<file path="config.mk">
export PLATFORM = sky130hd
export DESIGN_NAME = tm_alarm_matcher
export DESIGN_NICKNAME = d
export VERILOG_FILES = /design/src/rtl/tm_alarm_pkg.sv /design/src/rtl/tm_alarm_regs.sv /design/src/rtl/tm_alarm_match.sv /design/src/rtl/tm_alarm_flag.sv /design/src/rtl/tm_alarm_matcher.sv
export SDC_FILE = /design/constraint.sdc
export NUM_CORES = 1
export LEC_CHECK = 0
export BUFFER_PORTS_ARGS = -buffer_cell sky130_fd_sc_hd__buf_2
export CAP_MARGIN = 20
export CORE_MARGIN = 8
export CORE_UTILIZATION = 43
export DETAILED_ROUTE_END_ITERATION = 6
export HOLD_SLACK_MARGIN = 0.15
export PLACE_DENSITY = 0.86
export SLEW_MARGIN = 20
export SYNTH_ARGS = -nofsm -noshare
export SYNTH_HDL_FRONTEND = slang
export SYNTH_HIERARCHICAL = 1
export SYNTH_SLANG_ARGS = --single-unit
</file>
<file path="constraint.sdc">
create_clock -name clk_i -period 1.3 [get_ports clk_i]
set_clock_uncertainty 0.2 [all_clocks]
set_input_delay 0 -clock clk_i [delete_from_list [all_inputs] [get_ports clk_i]]
set_output_delay 0 -clock clk_i [all_outputs]
set_load 0.05 [all_outputs]
</file>
<file path="src/rtl/tm_alarm_pkg.sv">
package tm_alarm_pkg;
  typedef enum logic [1:0] {
    MODE_FULL    = 2'd0,
    MODE_DAILY   = 2'd1,
    MODE_HOURLY  = 2'd2,
    MODE_MINUTE  = 2'd3
  } alarm_mode_e;
endpackage

</file>
<file path="src/rtl/tm_alarm_regs.sv">
module tm_alarm_regs #(
  parameter int ADDR_W    = 4,
  parameter int DATA_W    = 8,
  parameter int DAY_W     = 3,
  parameter int ADDR_MIN  = 3,
  parameter int ADDR_HOUR = 5,
  parameter int ADDR_DAY  = 7
) (
  input  logic              clk_i,
  input  logic              rst_ni,
  input  logic              acc_i,
  input  logic              we_i,
  input  logic [ADDR_W-1:0] addr_i,
  input  logic [DATA_W-1:0] wdata_i,
  output logic [DATA_W-1:0] rdata_o,
  output logic              hit_o,
  output logic [DATA_W-1:0] min_o,
  output logic [DATA_W-1:0] hour_o,
  output logic [DATA_W-1:0] day_o
);
  localparam int NREG = 3;
  localparam logic [DATA_W-1:0] MSB_M = DATA_W'(1) << (DATA_W-1);
  localparam logic [DATA_W-1:0] DAY_KEEP = MSB_M | DATA_W'((1 << DAY_W) - 1);
  localparam logic [DATA_W-1:0] FULL_KEEP = '1;
  localparam logic [ADDR_W-1:0] REG_ADDR [NREG] = '{
    ADDR_W'(ADDR_MIN), ADDR_W'(ADDR_HOUR), ADDR_W'(ADDR_DAY)};
  localparam logic [DATA_W-1:0] REG_KEEP [NREG] = '{FULL_KEEP, FULL_KEEP, DAY_KEEP};

  logic [DATA_W-1:0] reg_q [NREG];
  logic [NREG-1:0]   sel;

  for (genvar g = 0; g < NREG; g++) begin : g_reg
    assign sel[g] = (addr_i == REG_ADDR[g]);
    always_ff @(posedge clk_i or negedge rst_ni) begin
      if (!rst_ni)                   reg_q[g] <= '0;
      else if (acc_i && we_i && sel[g]) reg_q[g] <= wdata_i & REG_KEEP[g];
    end
  end

  always_comb begin
    rdata_o = '0;
    for (int i = 0; i < NREG; i++)
      if (sel[i]) rdata_o = reg_q[i];
  end

  assign hit_o  = acc_i && (|sel);
  assign min_o  = reg_q[0];
  assign hour_o = reg_q[1];
  assign day_o  = reg_q[2];


  min_wr_chk: assert property (@(posedge clk_i) disable iff (!rst_ni)
    acc_i && we_i && addr_i == ADDR_W'(ADDR_MIN) |=> min_o == $past(wdata_i));

  no_stray_wr_chk: assert property (@(posedge clk_i) disable iff (!rst_ni)
    !hit_o |=> $stable(min_o) && $stable(hour_o) && $stable(day_o));
endmodule

</file>
<file path="src/rtl/tm_alarm_match.sv">
module tm_alarm_match
  import tm_alarm_pkg::*;
#(
  parameter int DATA_W = 8,
  parameter int DAY_W  = 3
) (
  input  logic [DATA_W-1:0] al_min_i,
  input  logic [DATA_W-1:0] al_hour_i,
  input  logic [DATA_W-1:0] al_day_i,
  input  logic [DATA_W-1:0] cur_min_i,
  input  logic [DATA_W-1:0] cur_hour_i,
  input  logic [DATA_W-1:0] cur_day_i,
  input  logic              eval_i,
  input  logic              sec_roll_i,
  output alarm_mode_e       mode_o,
  output logic              set_o
);
  localparam int F_W = DATA_W - 1;

  logic min_eq, hour_eq, day_eq, hit;

  assign min_eq  = al_min_i[F_W-1:0]  == cur_min_i[F_W-1:0];
  assign hour_eq = al_hour_i[F_W-1:0] == cur_hour_i[F_W-1:0];
  assign day_eq  = al_day_i[DAY_W-1:0] == cur_day_i[DAY_W-1:0];

  // cumulative masks: lower masks only count once the ones above are set
  always_comb begin
    if (!al_day_i[F_W])       mode_o = MODE_FULL;
    else if (!al_hour_i[F_W]) mode_o = MODE_DAILY;
    else if (!al_min_i[F_W])  mode_o = MODE_HOURLY;
    else                      mode_o = MODE_MINUTE;
  end

  always_comb begin
    unique case (mode_o)
      MODE_FULL:   hit = eval_i && min_eq && hour_eq && day_eq;
      MODE_DAILY:  hit = eval_i && min_eq && hour_eq;
      MODE_HOURLY: hit = eval_i && min_eq;
      default:     hit = sec_roll_i;
    endcase
  end

  assign set_o = hit;
endmodule

</file>
<file path="src/rtl/tm_alarm_flag.sv">
module tm_alarm_flag (
  input  logic clk_i,
  input  logic rst_ni,
  input  logic set_i,
  input  logic clr_i,
  output logic flag_o
);
  always_ff @(posedge clk_i or negedge rst_ni) begin
    if (!rst_ni)     flag_o <= 1'b0;
    else if (set_i)  flag_o <= 1'b1;
    else if (clr_i)  flag_o <= 1'b0;
  end


  flag_clear_chk: assert property (@(posedge clk_i) disable iff (!rst_ni)
    clr_i && !set_i |=> !flag_o);

  flag_sticky_chk: assert property (@(posedge clk_i) disable iff (!rst_ni)
    flag_o && !clr_i |=> flag_o);

  flag_rise_chk: assert property (@(posedge clk_i) disable iff (!rst_ni)
    !flag_o && !set_i |=> !flag_o);
endmodule

</file>
<file path="src/rtl/tm_alarm_matcher.sv">
module tm_alarm_matcher
  import tm_alarm_pkg::*;
#(
  parameter int ADDR_W    = 4,
  parameter int DATA_W    = 8,
  parameter int DAY_W     = 3,
  parameter int ADDR_MIN  = 3,
  parameter int ADDR_HOUR = 5,
  parameter int ADDR_DAY  = 7
) (
  input  logic              clk_i,
  input  logic              rst_ni,
  input  logic              acc_i,
  input  logic              we_i,
  input  logic [ADDR_W-1:0] addr_i,
  input  logic [DATA_W-1:0] wdata_i,
  output logic [DATA_W-1:0] rdata_o,
  input  logic [DATA_W-1:0] cur_min_i,
  input  logic [DATA_W-1:0] cur_hour_i,
  input  logic [DATA_W-1:0] cur_day_i,
  input  logic              eval_i,
  input  logic              sec_roll_i,
  output logic              alarm_o,
  output logic              irq_o
);
  logic [DATA_W-1:0] al_min, al_hour, al_day;
  logic              hit, set;
  alarm_mode_e       mode;

  tm_alarm_regs #(
    .ADDR_W(ADDR_W), .DATA_W(DATA_W), .DAY_W(DAY_W),
    .ADDR_MIN(ADDR_MIN), .ADDR_HOUR(ADDR_HOUR), .ADDR_DAY(ADDR_DAY)
  ) u_regs (
    .clk_i, .rst_ni, .acc_i, .we_i, .addr_i, .wdata_i, .rdata_o,
    .hit_o(hit), .min_o(al_min), .hour_o(al_hour), .day_o(al_day)
  );

  tm_alarm_match #(.DATA_W(DATA_W), .DAY_W(DAY_W)) u_match (
    .al_min_i(al_min), .al_hour_i(al_hour), .al_day_i(al_day),
    .cur_min_i, .cur_hour_i, .cur_day_i, .eval_i, .sec_roll_i,
    .mode_o(mode), .set_o(set)
  );

  tm_alarm_flag u_flag (
    .clk_i, .rst_ni, .set_i(set), .clr_i(hit), .flag_o(alarm_o)
  );

  assign irq_o = alarm_o;


  per_minute_chk: assert property (@(posedge clk_i) disable iff (!rst_ni)
    al_min[DATA_W-1] && al_hour[DATA_W-1] && al_day[DATA_W-1]
      && !sec_roll_i && !alarm_o |=> !alarm_o);

  full_needs_eval_chk: assert property (@(posedge clk_i) disable iff (!rst_ni)
    !al_day[DATA_W-1] && !eval_i && !alarm_o |=> !alarm_o);
endmodule

</file>
==> results of run 1 <==
## routing by layer
metal	GRT usage, %	wire length [um]
met1	18.73	1666
met2	31.57	2259
met3	4.520	234
met5	0	0
met4	5.134	46
## tightest hold or removal path, delay by kind of cell
family / cells / cell delay, ps
buf+inv: 2 / 290
mux: 1 / 210
simple gates: 1 / 60
## area by class of cell
| type | count | share of cell area, % |
|---|---|---|
| inverters | 1 | 0.1813 |
| well taps | 31 | 1.873 |
| multi-input cells | 82 | 38.31 |
| repair buffers | 88 | 32.99 |
| clock buffers | 4 | 1.269 |
| flip-flops and latches | 21 | 25.38 |
## power by group
part,switching [mW],internal (mW)
logic,0.368,0.552
registers,0.107,0.775
clock network,0.188,0.119
total,0.663,1.45
## metrics by stage
step / worst slack, ps / utilization (%) / hold WS [ps] / instances / setup TNS [ps]
finish: -326.9 / 75.09 / 88.71 / 227 / -1811
global route: -365.2 / 75.09 / 97.04 / 227 / -2269
CTS: -336.0 / 73.96 / 89.16 / 226 / -3248
detailed placement: -153.9 / 61.25 / -215.6 / 201 / -2133
global placement: -124.3 / 61.25 / -229.3 / 201 / -1475
floorplan: -89.96 / - / -495.6 / 109 / -1292
## how the worst min path moves through the flow
| stage | end | start |
|---|---|---|
| final | u_regs/min_o[1] | addr_i[2] |
| after global routing | u_regs/min_o[1] | addr_i[2] |
| after CTS | u_regs/min_o[1] | addr_i[2] |
| after detailed placement | u_regs/day_o[1] | rst_ni |
| after global placement | u_regs/hour_o[2] | rst_ni |
| after floorplan | u_flag/flag_o | rst_ni |
## what timing repair did
action | in CTS | in global routing
endpoints found under the setup margin | 9 | 38
gates resized for setup | 34 | 6
endpoints found under the hold margin | 42 | 9
pin swaps | 8 | 6
buffers inserted | 7 | 1
## flip-flops by register name, summed over array words and instances (netlist names)
| register | count |
|---|---|
| u_regs/min_o | 8 |
| u_regs/hour_o | 8 |
| u_flag/flag_o | 1 |
| u_regs/day_o | 4 |
## cells in the final DEF, fill, tap and decap left out, types with 3 or more instances in the layout
cell type      count
a22oi_2            8
buf_2             35
buf_4             21
buf_6             16
clkbuf_4           4
dfrtp_1           21
dlygate4sd3_1     13
mux2_2            16
mux2_4             8
nand2_1            3
nand4_1            4
nor2_1             3
nor2_2             8
xnor2_1           15
==> flow_summary.toml, run 1 <==
[status]
outcome = "finished with violations"
violations = "setup timing"

[worst_setup_path]
crit_path_max_incr_delay_ps = 410
worst_ep_arrival_time_ps = 1430
crit_path_max_fanout = 2
cp-startpoint = "u_regs/min_o[0]"
reg2reg_to = "u_flag/flag_o"
path_common_cell = "buf_6"
r2r_slack_ps = -250
crit_required_ps = 1100
cp_num_buf_inv = 2
slowest_stage = "dfrtp_1"
cp-end-kind = "output port"
cp.depth = 5
timing.rr.start = "u_regs/min_o[2]"
worstPathCellList = "buf_6, mux2_4, a22oi_2, nor2_2, buf_6"
crit_type = "register to output port"
crit_end = "rdata_o[0]"
path_delay_family = "flip-flops"
cp-start-kind = "register"
reg2reg_depth = 6

[finish]
diodes = 0
fillers = 180
stdcell_area_mm2 = 0.002071
drive_above_1_share_pct = 62.24
area_growth_pct = 65.34
fin_nets = 239
multi_input_area_um2 = 793.3
regArea_um2 = 525.5

[synthesis]
synth_warnings = 6
netlist_area_mm2 = 0.001252
synthCells = 109
synth.avg_cell_area_um2 = 11.49
synth_nets = 151

[route]
wirelength_mm = 4.207
first_pass_iters = 4
antenna_left = 0
num_vias = 1200
wire_per_inst_um = 18.53
via_per_inst = 5.286
drc = 0
drt_iter0_drc = 52

[power_and_ir_drop]
vdd_drop_max_mv = 0.8842
power_mw = 2.109
power_density_mw_per_mm2 = 1019
power_leakage_nw = 0.9644

[timing]
slew_violations = 0
clock.fmax_mhz = 614.7
fin_ws_ps = -326.9
final.period_utilization_pct = 125.1
rsz0062_at_grt = "true"
hold_viol_final = 0
max_slew_margin_pct = 67.50
setup_viol = 9
tightest_slew_ps = 486.6
fin_crit_ps = 1627

[die]
io_pins = 52
initial_utilization_pct = 45.42
dieArea_mm2 = 0.004896
die_w_um = 69.97
num_rows = 19
core_mm2 = 0.002758
die_h_um = 69.97

[placement]
dp_hpwl_mm = 2.945
dpl_cell_area_mm2 = 0.001689
portBuffers = 44
gp_congestion = 0.8643

[min_path]
hold_depth = 4
hold_path.class = "input port to register"

[flow_run]
maxCapViolations = 0

[grt]
antenna_found_initial = 0
grt_pass1_wl_mm = 6.962
grt_max_degree = 22
grt_pass1_vias = 1444
grt_overflow = 0
grtUsageTotal_pct = 17.22

[clock_network]
clockRootBuffer = "clkbuf_4"
cts_sinks = 21
cts_buffers = 3
htree_levels = 1
postCtsHoldBufs = 14
path_clk_slew_ps = 120
cts_tree = "yes"
cts_buffer_depth = 2
worstSkewPairLatency_ps = 300
No activity file was read; power rests on OpenSTA's default activity.
==> run 2: changes to the inputs <==
- CORE_UTILIZATION: 43 -> 42
- SLEW_MARGIN: 20 -> default
- SYNTH_HIERARCHICAL: 1 -> default
==> flow_summary.toml, run 2 <==
[status]
outcome = "finished with violations"
violations = "setup timing"

[finish]
area_growth_pct = 68.88
fin_nets = 236
fin_cells = 224
stdcell_area_mm2 = 0.002064
final_common_cell = "buf_2"
drive_above_1_share_pct = 64.25
diodes = 0
mostFrequentLayoutCells = "buf_2, buf_4, mux2_2, dfrtp_1"

[timing]
setup_viol = 10
hold_viol_final = 0
fin_crit_ps = 1723
final.period_utilization_pct = 132.5
slew_violations = 0
clock.fmax_mhz = 580.5
tightest_slew_ps = 488.0
fin_ws_ps = -422.7
totalNegativeSetupSlack_ps = -2613
max_slew_margin_pct = 67.40
rsz0062_at_grt = "true"

[synthesis]
ys_async_sr_fraction_pct = 100.0
synth.distinct_cells = 21
synth.avg_cell_area_um2 = 11.75
synth_area_leaders = "dfrtp_1, mux2_2, xor2_1"
ys_seq_elements = 21
synth_top_cell_area_share_pct = 42.99
synth_edf_count = 0
synth_warnings = 0
synth_commonest_cells = "mux2_2, dfrtp_1, xor2_1"
synthCells = 104
netlist_area_mm2 = 0.001222
yosysSeqAreaShare_pct = 42.99
synth_nets = 146
synth_ff_type = "dfrtp_1"
yosysMostFrequentCell = "mux2_2"
synth_top_area_cell = "dfrtp_1"

[min_path]
hold_path.class = "input port to register"
hp-start = "addr_i[3]"

[route]
drc = 0
first_pass_iters = 4
wire_per_inst_um = 20.76
antenna_left = 0
wirelength_mm = 4.651
drt_iter0_drc = 71
num_vias = 1252
via_per_inst = 5.589

[worst_setup_path]
crit_required_ps = 1100
crit_path_max_fanout = 2
crit_type = "register to output port"
cp.depth = 5
cp-end-kind = "output port"
cp_num_buf_inv = 2
cp-startpoint = "u_regs.min_o[1]"
slowest_stage = "dfrtp_1"
crit_end = "rdata_o[1]"
worstPathCellList = "buf_6, mux2_4, a22oi_2, nor2_4, buf_8"
worst_ep_arrival_time_ps = 1520
crit_path_max_incr_delay_ps = 440
r2r_slack_ps = -410
reg2reg_to = "u_flag.flag_o"
timing.rr.start = "u_regs.min_o[1]"
path_delay_family = "flip-flops"
cp-start-kind = "register"
reg2reg_depth = 6

[clock_network]
worstSkewPairLatency_ps = 320
cts_buffer_depth = 2
htree_levels = 1
cts_buffers = 3
cts_tree = "yes"
cts_sinks = 21
path_clk_slew_ps = 130
clockRootBuffer = "clkbuf_4"

[die]
die_h_um = 69.95
num_rows = 19
die_w_um = 69.95
core_mm2 = 0.002758
dieArea_mm2 = 0.004893
initial_utilization_pct = 44.33
io_pins = 52

[flow_run]
maxCapViolations = 0

[grt]
grt_pass1_vias = 1450
grtUsageTotal_pct = 17.58
antenna_found_initial = 0
grt_max_degree = 22
grt_overflow = 0
grt_pass1_wl_mm = 7.024

[placement]
dp_cells = 196
dp_slack_ps = -267.7
dp_hpwl_mm = 2.955
dpl_cell_area_mm2 = 0.001682
gp_congestion = 0.8541
portBuffers = 44

[power_and_ir_drop]
power_density_mw_per_mm2 = 1069
vdd_drop_max_mv = 1.108
power_leakage_nw = 0.9860
power_mw = 2.206
-- run 2: metrics by stage --
stage | hold WS (ps) | utilization [%]
5_1_grt | 21.91 | 74.86
6_report | 1.425 | 74.86
3_5_place_dp | -220.7 | 60.98
2_1_floorplan | -495.6 | -
3_3_place_gp | -226.5 | 60.98
4_1_cts | -10.96 | 73.46
-- run 2: kinds of logic after synthesis --
group                  count (synthesis)  synth area share (%)
XOR/XNOR                              17                 12.18
AND/OR/NAND/NOR                       22                 12.28
AO/OA/AOI/OAI                         15                 8.393
multiplexers                          24                 22.11
flip-flops                            21                 42.99
buffers and inverters                  5                 2.048
-- run 2: area by class of cell --
cell class / count / area [um^2]
clock inverter: 1 / 5.005
sequential: 21 / 525.5
timing repair buffer: 90 / 714.4
multi-input combinational: 78 / 758.2
clock buffer: 3 / 22.52
tap: 31 / 38.79
fill: 171 / 693.2
-- run 2: repair_timing --
item                                    CTS  global route
hold buffers                             14             1
buffers inserted                          6             6
pin swaps                                10            11
endpoints found under the setup margin    9            50
gates resized for setup                  35             5
hold endpoints to repair                 42             1
-- run 2: worst register-to-register path, delay by kind of cell, from the launching register on --
kind                      cells  cell delay [ps]
AOI/OAI and AO/OA             2              400
and+or+nand+nor               2              350
xor gates and xnor gates      1              140
buffers and inverters         1              160
DFF                           1              440
-- run 2: worst min-delay path by stage --
stage | slack (ps) | depth (start not counted) | endpoint
final | 1 | 5 | u_flag.flag_o
after global placement | -230 | 1 | u_regs.min_o[3]
after CTS | -10 | 5 | u_flag.flag_o
after floorplan | -500 | 0 | u_flag.flag_o
after global routing | 20 | 5 | u_flag.flag_o
after detailed placement | -220 | 1 | u_regs.min_o[5]
-- run 2: where the power goes --
| group | internal (mW) | switching (mW) |
|---|---|---|
| sequential | 0.779 | 0.110 |
| clock | 0.115 | 0.212 |
| combinational | 0.550 | 0.441 |
-- run 2: routing by layer --
| layer | vias to the layer above | routed length [um] | track usage (%) |
|---|---|---|---|
| li1 | 553 | - | - |
| met1 | 614 | 1665 | 18.01 |
| met2 | 63 | 2456 | 32.28 |
| met3 | 22 | 301 | 4.237 |
| met4 | 0 | 228 | 8.705 |
| met5 | - | 0 | 0 |
